<file path="src/rtl/sdma_pkg.sv">
package sdma_pkg;
  localparam int NUM_CH = 2;
  localparam int CH_RX  = 0;
  localparam int CH_TX  = 1;

  // strobes from a channel sequencer to the address datapath
  typedef struct packed {
    logic latchA;  // copy programmed A addresses into working set
    logic latchB;
    logic startA;  // point the cursor at A start
    logic startB;
    logic step;    // advance the cursor by one byte
    logic selB;    // buffer currently owning the cursor
  } chan_strobe_t;
endpackage

</file>
<file path="src/rtl/sdma_chan_ctrl.sv">
module sdma_chan_ctrl
  import sdma_pkg::*;
(
  input  logic         clk,
  input  logic         rstN,
  input  logic         wrLoadA,
  input  logic         wrLoadB,
  input  logic         wrAbort,
  input  logic         fire,
  input  logic         atEnd,
  output chan_strobe_t str,
  output logic         pendA,
  output logic         pendB,
  output logic         rstFlag,
  output logic         active
);
  logic curB;
  logic loadA, loadB, finish;

  always_comb begin
    loadA  = wrLoadA && !pendA && !wrAbort;
    loadB  = wrLoadB && !pendB && !wrAbort;
    finish = active && fire && atEnd;
    str        = '0;
    str.latchA = loadA;
    str.latchB = loadB;
    str.selB   = curB;
    str.step   = active && fire && !atEnd;
    if (!active) begin
      // A wins when both are waiting
      str.startA = pendA;
      str.startB = !pendA && pendB;
    end else if (finish) begin
      // hand over to the other buffer with no empty slot
      str.startA = curB && pendA;
      str.startB = !curB && pendB;
    end
    if (wrAbort) begin
      str.startA = 1'b0;
      str.startB = 1'b0;
      str.step   = 1'b0;
    end
  end

  always_ff @(posedge clk) begin
    if (!rstN) begin
      pendA   <= 1'b0;
      pendB   <= 1'b0;
      active  <= 1'b0;
      curB    <= 1'b0;
      rstFlag <= 1'b0;
    end else begin
      rstFlag <= wrAbort;
      if (wrAbort) begin
        pendA  <= 1'b0;
        pendB  <= 1'b0;
        active <= 1'b0;
        curB   <= 1'b0;
      end else begin
        pendA <= (pendA && !(finish && !curB)) || loadA;
        pendB <= (pendB && !(finish && curB)) || loadB;
        if (str.startA || str.startB) begin
          active <= 1'b1;
          curB   <= str.startB;
        end else if (finish) begin
          active <= 1'b0;
        end
      end
    end
  end
endmodule

</file>
<file path="src/rtl/sdma_datapath.sv">
module sdma_datapath
  import sdma_pkg::*;
#(
  parameter int AW = 16
) (
  input  logic            clk,
  input  logic            rstN,
  input  logic            regWrEn,
  input  logic [2:0]      regSel,
  input  logic [AW-1:0]   regWrData,
  input  chan_strobe_t    str     [NUM_CH],
  output logic [AW-1:0]   curAddr [NUM_CH],
  output logic            atEnd   [NUM_CH]
);
  localparam int NUM_REG = 4 * NUM_CH;

  logic [AW-1:0] progReg [NUM_REG];

  always_ff @(posedge clk) begin
    if (!rstN) begin
      for (int i = 0; i < NUM_REG; i++) progReg[i] <= '0;
    end else if (regWrEn) begin
      progReg[regSel] <= regWrData;
    end
  end

  for (genvar ch = 0; ch < NUM_CH; ch++) begin : g_ch
    logic [AW-1:0] startAQ, endAQ, startBQ, endBQ, addrQ;

    always_ff @(posedge clk) begin
      if (!rstN) begin
        startAQ <= '0;
        endAQ   <= '0;
        startBQ <= '0;
        endBQ   <= '0;
        addrQ   <= '0;
      end else begin
        if (str[ch].latchA) begin
          startAQ <= progReg[ch*4 + 0];
          endAQ   <= progReg[ch*4 + 1];
        end
        if (str[ch].latchB) begin
          startBQ <= progReg[ch*4 + 2];
          endBQ   <= progReg[ch*4 + 3];
        end
        if (str[ch].startA)      addrQ <= startAQ;
        else if (str[ch].startB) addrQ <= startBQ;
        else if (str[ch].step)   addrQ <= addrQ + 1'b1;
      end
    end

    assign curAddr[ch] = addrQ;
    assign atEnd[ch]   = (addrQ == (str[ch].selB ? endBQ : endAQ));
  end
endmodule

</file>
<file path="src/rtl/serial_dma_pingpong.sv">
module serial_dma_pingpong
  import sdma_pkg::*;
#(
  parameter int AW = 16
) (
  input  logic          clk,
  input  logic          rstN,
  input  logic          ctrlWrEn,
  input  logic [5:0]    ctrlWrData,
  output logic [5:0]    ctrlRdData,
  input  logic          regWrEn,
  input  logic [2:0]    regSel,
  input  logic [AW-1:0] regWrData,
  output logic [AW-1:0] memRdAddr,
  input  logic [7:0]    memRdData,
  output logic          txValid,
  input  logic          txReady,
  output logic [7:0]    txByte,
  input  logic          rxValid,
  output logic          rxReady,
  input  logic [7:0]    rxByte,
  output logic          memWrEn,
  output logic [AW-1:0] memWrAddr,
  output logic [7:0]    memWrData
);
  chan_strobe_t  str     [NUM_CH];
  logic [AW-1:0] curAddr [NUM_CH];
  logic          atEnd   [NUM_CH];
  logic [NUM_CH-1:0] pendA, pendB, rstFlag, active, fire;

  // control word layout: {txAbort, rxAbort, txB, txA, rxB, rxA}
  for (genvar ch = 0; ch < NUM_CH; ch++) begin : g_seq
    sdma_chan_ctrl i_ctrl (
      .clk     (clk),
      .rstN    (rstN),
      .wrLoadA (ctrlWrEn && ctrlWrData[ch*2]),
      .wrLoadB (ctrlWrEn && ctrlWrData[ch*2+1]),
      .wrAbort (ctrlWrEn && ctrlWrData[4+ch]),
      .fire    (fire[ch]),
      .atEnd   (atEnd[ch]),
      .str     (str[ch]),
      .pendA   (pendA[ch]),
      .pendB   (pendB[ch]),
      .rstFlag (rstFlag[ch]),
      .active  (active[ch])
    );
  end

  sdma_datapath #(.AW(AW)) i_dp (
    .clk       (clk),
    .rstN      (rstN),
    .regWrEn   (regWrEn),
    .regSel    (regSel),
    .regWrData (regWrData),
    .str       (str),
    .curAddr   (curAddr),
    .atEnd     (atEnd)
  );

  assign ctrlRdData = {rstFlag[CH_TX], rstFlag[CH_RX],
                       pendB[CH_TX], pendA[CH_TX], pendB[CH_RX], pendA[CH_RX]};

  assign txValid     = active[CH_TX];
  assign memRdAddr   = curAddr[CH_TX];
  assign txByte      = memRdData;
  assign fire[CH_TX] = txValid && txReady;

  assign rxReady     = active[CH_RX];
  assign memWrEn     = rxValid && active[CH_RX];
  assign memWrAddr   = curAddr[CH_RX];
  assign memWrData   = rxByte;
  assign fire[CH_RX] = memWrEn;
endmodule

</file>
<file path="config.mk">
export PLATFORM = sky130hd
export DESIGN_NAME = serial_dma_pingpong
export DESIGN_NICKNAME = d
export VERILOG_FILES = /design/src/rtl/sdma_pkg.sv /design/src/rtl/sdma_chan_ctrl.sv /design/src/rtl/sdma_datapath.sv /design/src/rtl/serial_dma_pingpong.sv
export SDC_FILE = /design/constraint.sdc
export NUM_CORES = 1
export LEC_CHECK = 0
export BUFFER_PORTS_ARGS = -buffer_cell sky130_fd_sc_hd__buf_4
export CORE_UTILIZATION = 53
export CTS_CLUSTER_DIAMETER = 50
export DETAILED_ROUTE_END_ITERATION = 12
export HOLD_SLACK_MARGIN = 0.05
export PLACE_DENSITY = 0.73
export SYNTH_ARGS = -nofsm -noshare
export SYNTH_HDL_FRONTEND = slang
export SYNTH_SLANG_ARGS = --single-unit
export TNS_END_PERCENT = 5
</file>
<file path="constraint.sdc">
create_clock -name clk -period 3 [get_ports clk]
set_input_delay 0.15 -clock clk [delete_from_list [all_inputs] [get_ports clk]]
set_output_delay 0.15 -clock clk [all_outputs]
set_load 0.01 [all_outputs]
</file>
==> results.toml <==
[detailed_routing]
wirelength_mm = 31.3
dr.pass1.iters = 5
remaining_drc_errors = 0
drt_iter0_drc = 892
vias = 9413
post_drt_via_cell_ratio = 5.51
wl_per_cell_um = 18.3
ant_nets = 0

[yosys]
synth_edf_count = 128
synth_most_common_cell = "nand2_1"
yosysTopAreaCellShare_pct = 30.3
yosys_warnings = 0
yosysSeqAreaShare_pct = 57.1
synthesis.area_um2 = 12700
avgSynthCellArea_um2 = 9.80
yosysTopAreaCell = "edfxtp_1"
async_flop_share_pct = 0
synth.distinct_cells = 43
netlist_top_cells_count = "303 x nand2_1, 170 x dfxtp_1, 145 x a21oi_1"
synth.area.top_cells = "edfxtp_1 30%, dfxtp_1 27%, nand2_1 9.0%, and2_1 6.3%, a21oi_1 5.7%"
synth_cells = 1295
yosys_most_used_dff = "dfxtp_1"
ys_seq_elements = 298
synthesis.nets = 1344

[timing]
timing.slew.headroom_pct = 29.6
hold_slack_ns = 0.0890
report.final.slew_viol_count = 0
setup_tns_ns = 0
rsz0062_at_grt = "no"
timing.fmax_mhz = 360
finClkSkew_ns = 0.00688
worst_slew_pin_slew_ns = 1.05
period_share_pct = 92.5
min_period_ns = 2.78
hold_violations = 0
setup_violations = 0

[global_routing]
grt_first_pass_wirelength_mm = 49.4
grt_max_degree = 67
grt_overflow_total = 0
antenna_found_initial = 2
grt_usage_pct = 25.8
grt_pass1_vias = 8891

[clocking]
clk_pin_slew_ns = 0.06
htreeDepth = 1
cts_tree = "done"
clock_path_buffers = 3
cts.sinks = 298
clk_latency_ns = 0.56
cts-root-buf = "clkbuf_16"
cts_inserted_buffers = 31

[place]
dp.cells = 1628
dpl.hpwl_mm = 20.1
io_buffers = 71
place_congestion = 0.834

[die]
num_io_pins = 104
dieWidth_um = 157
std_cell_rows = 56
die-area_um2 = 24600
die_height_um = 157
start_util_pct = 54.1
core_um2 = 23500

[power_and_ir_drop]
p_leak_nw = 5.32
ir_drop_mv = 0.352
cellPowerDensity_nw_per_um2 = 614

[cells_and_area]
area_delta_synth_final_pct = 16.3
final_nets = 1412
instances_no_fill = 1708
drive_gt1_share_pct = 13.0

[setup_path]
start_kind = "register"
worst-setup-path-type = "register to register"
worst_ep_required_time_ns = 3.44
r2r_slack_ns = 0.22
cp_max_fo = 17
end_kind = "register"
critPathArrivalTime_ns = 3.21

[run_status]
status = "complete, no violations"

[job]
max_cap_viol_count = 0

[worst_hold_path]
hp-class = "input port to register"
-- cell usage in the layout, fill, tap and decap left out, types with 3 or more instances in the layout --
| cell type | netlist | layout |
|---|---|---|
| nand2_1 | 303 | 303 |
| dfxtp_1 | 170 | 170 |
| a21oi_1 | 145 | 145 |
| and2_1 | 128 | 128 |
| edfxtp_1 | 128 | 128 |
| buf_4 | 23 | 112 |
| xnor2_1 | 53 | 53 |
| mux2i_1 | 43 | 43 |
| o21ai_0 | 39 | 32 |
| clkbuf_16 | 0 | 32 |
| nor2_1 | 27 | 27 |
| nand3_1 | 20 | 20 |
| dlygate4sd3_1 | 0 | 20 |
| a31oi_1 | 19 | 19 |
| o211ai_1 | 15 | 15 |
| nand2b_1 | 15 | 15 |
| mux2_2 | 10 | 10 |
| o21ai_1 | 2 | 9 |
| clkbuf_1 | 63 | 9 |
| nand4_1 | 8 | 8 |
| xor2_1 | 8 | 8 |
| nor4_1 | 8 | 7 |
| nand3b_1 | 6 | 6 |
| buf_12 | 0 | 6 |
| and3_1 | 5 | 5 |
| inv_1 | 5 | 5 |
| a211o_1 | 5 | 5 |
| nor3_1 | 4 | 4 |
| clkinv_2 | 0 | 4 |
| and3b_1 | 4 | 4 |
| clkbuf_8 | 0 | 4 |
| clkinv_1 | 1 | 4 |
| or2_2 | 3 | 3 |
| inv_6 | 0 | 3 |
-- timing repair --
action / 4_1_cts / 5_1_grt
endpoints found under the hold margin: 130 / 0
hold buffers: 20 / 0
setup endpoints to repair: 0 / 6
setup buffers: 0 / 1
resized for setup: 0 / 2
-- worst paths after layout --
kind                                                              to                                 start  cells past startpoint
worst min-delay path              i_dp.g_ch[0].addrQ[0]$_SDFFE_PN0P_                               rxValid                      5
worst min register to register  i_dp.g_ch[1].startAQ[1]$_SDFFE_PN0P_  i_dp.g_ch[1].startAQ[1]$_SDFFE_PN0P_                      2
worst max register to register   i_dp.g_ch[0].addrQ[12]$_SDFFE_PN0P_     g_seq[0].i_ctrl.curB$_SDFFE_PP0P_                     10
worst max-delay path             i_dp.g_ch[0].addrQ[12]$_SDFFE_PN0P_     g_seq[0].i_ctrl.curB$_SDFFE_PP0P_                     10
-- area by class of cell --
cell class	instances	area (µm²)
diodes	1	2.50
clock inverters	13	103
inverters	6	23.8
repair buffers	138	1160
multi-input cells	888	4930
fillers	1936	8720
well taps	319	399
clock buffers	45	890
flip-flops and latches	298	7250
-- cells by family after synthesis --
logic type	count (synthesis)	share of synthesized area, %
and+or+nand+nor	535	19.8
DFF	298	57.1
AOI/OAI and AO/OA	236	10.2
buffers and inverters	109	4.11
xor gates and xnor gates	61	4.21
muxes	54	4.37
adders and majority gates	2	0.197
-- metrics by stage --
stage / power, W / util, % / area (µm²) / setup WS (ns)
2_1_floorplan: 0.00509 / - / 12700 / 0.640
3_3_place_gp: 0.00539 / 57.7 / 13500 / 0.175
3_5_place_dp: 0.00541 / 57.7 / 13500 / 0.213
4_1_cts: 0.00910 / 62.8 / 14700 / 0.178
5_1_grt: 0.00937 / 62.8 / 14800 / 0.0108
6_report: 0.00907 / 62.9 / 14800 / 0.224
-- layer usage --
metal / track usage [%] / wire, µm / vias up
met3: 3.02 / 2020 / 44
li1: - / - / 4519
met1: 38.0 / 14500 / 4547
met4: 5.84 / 450 / 0
met5: 0 / 0 / -
met2: 40.8 / 14400 / 303
-- worst max-delay path, stage by stage, from the launching register on --
cell and delay (ns):
dfxtp_1 0.42, buf_12 0.20, mux2i_1 0.24, xnor2_1 0.09, nor4_1 0.39, nand4_1 0.28, o21a_1 0.31, buf_4 0.20
mux2_2 0.28, mux2i_1 0.16, a21oi_1 0.08
-- flip-flops by register name, indices dropped and copies added (netlist names) --
signal	flops
i_dp.progReg	128
i_dp.g_ch.addrQ	32
i_dp.g_ch.endAQ	32
i_dp.g_ch.endBQ	32
i_dp.g_ch.startAQ	32
i_dp.g_ch.startBQ	32
g_seq.i_ctrl.active	2
g_seq.i_ctrl.curB	2
g_seq.i_ctrl.pendA	2
g_seq.i_ctrl.pendB	2
g_seq.i_ctrl.rstFlag	2
-- report_power, final --
| part | total, W | switching [W] | internal, W |
|---|---|---|---|
| clock network | 0.00371 | 0.00156 | 0.00215 |
| registers | 0.00457 | 0.000136 | 0.00444 |
| logic | 0.000783 | 0.000449 | 0.000334 |
Note: power is estimated with default switching activity, not from simulation.
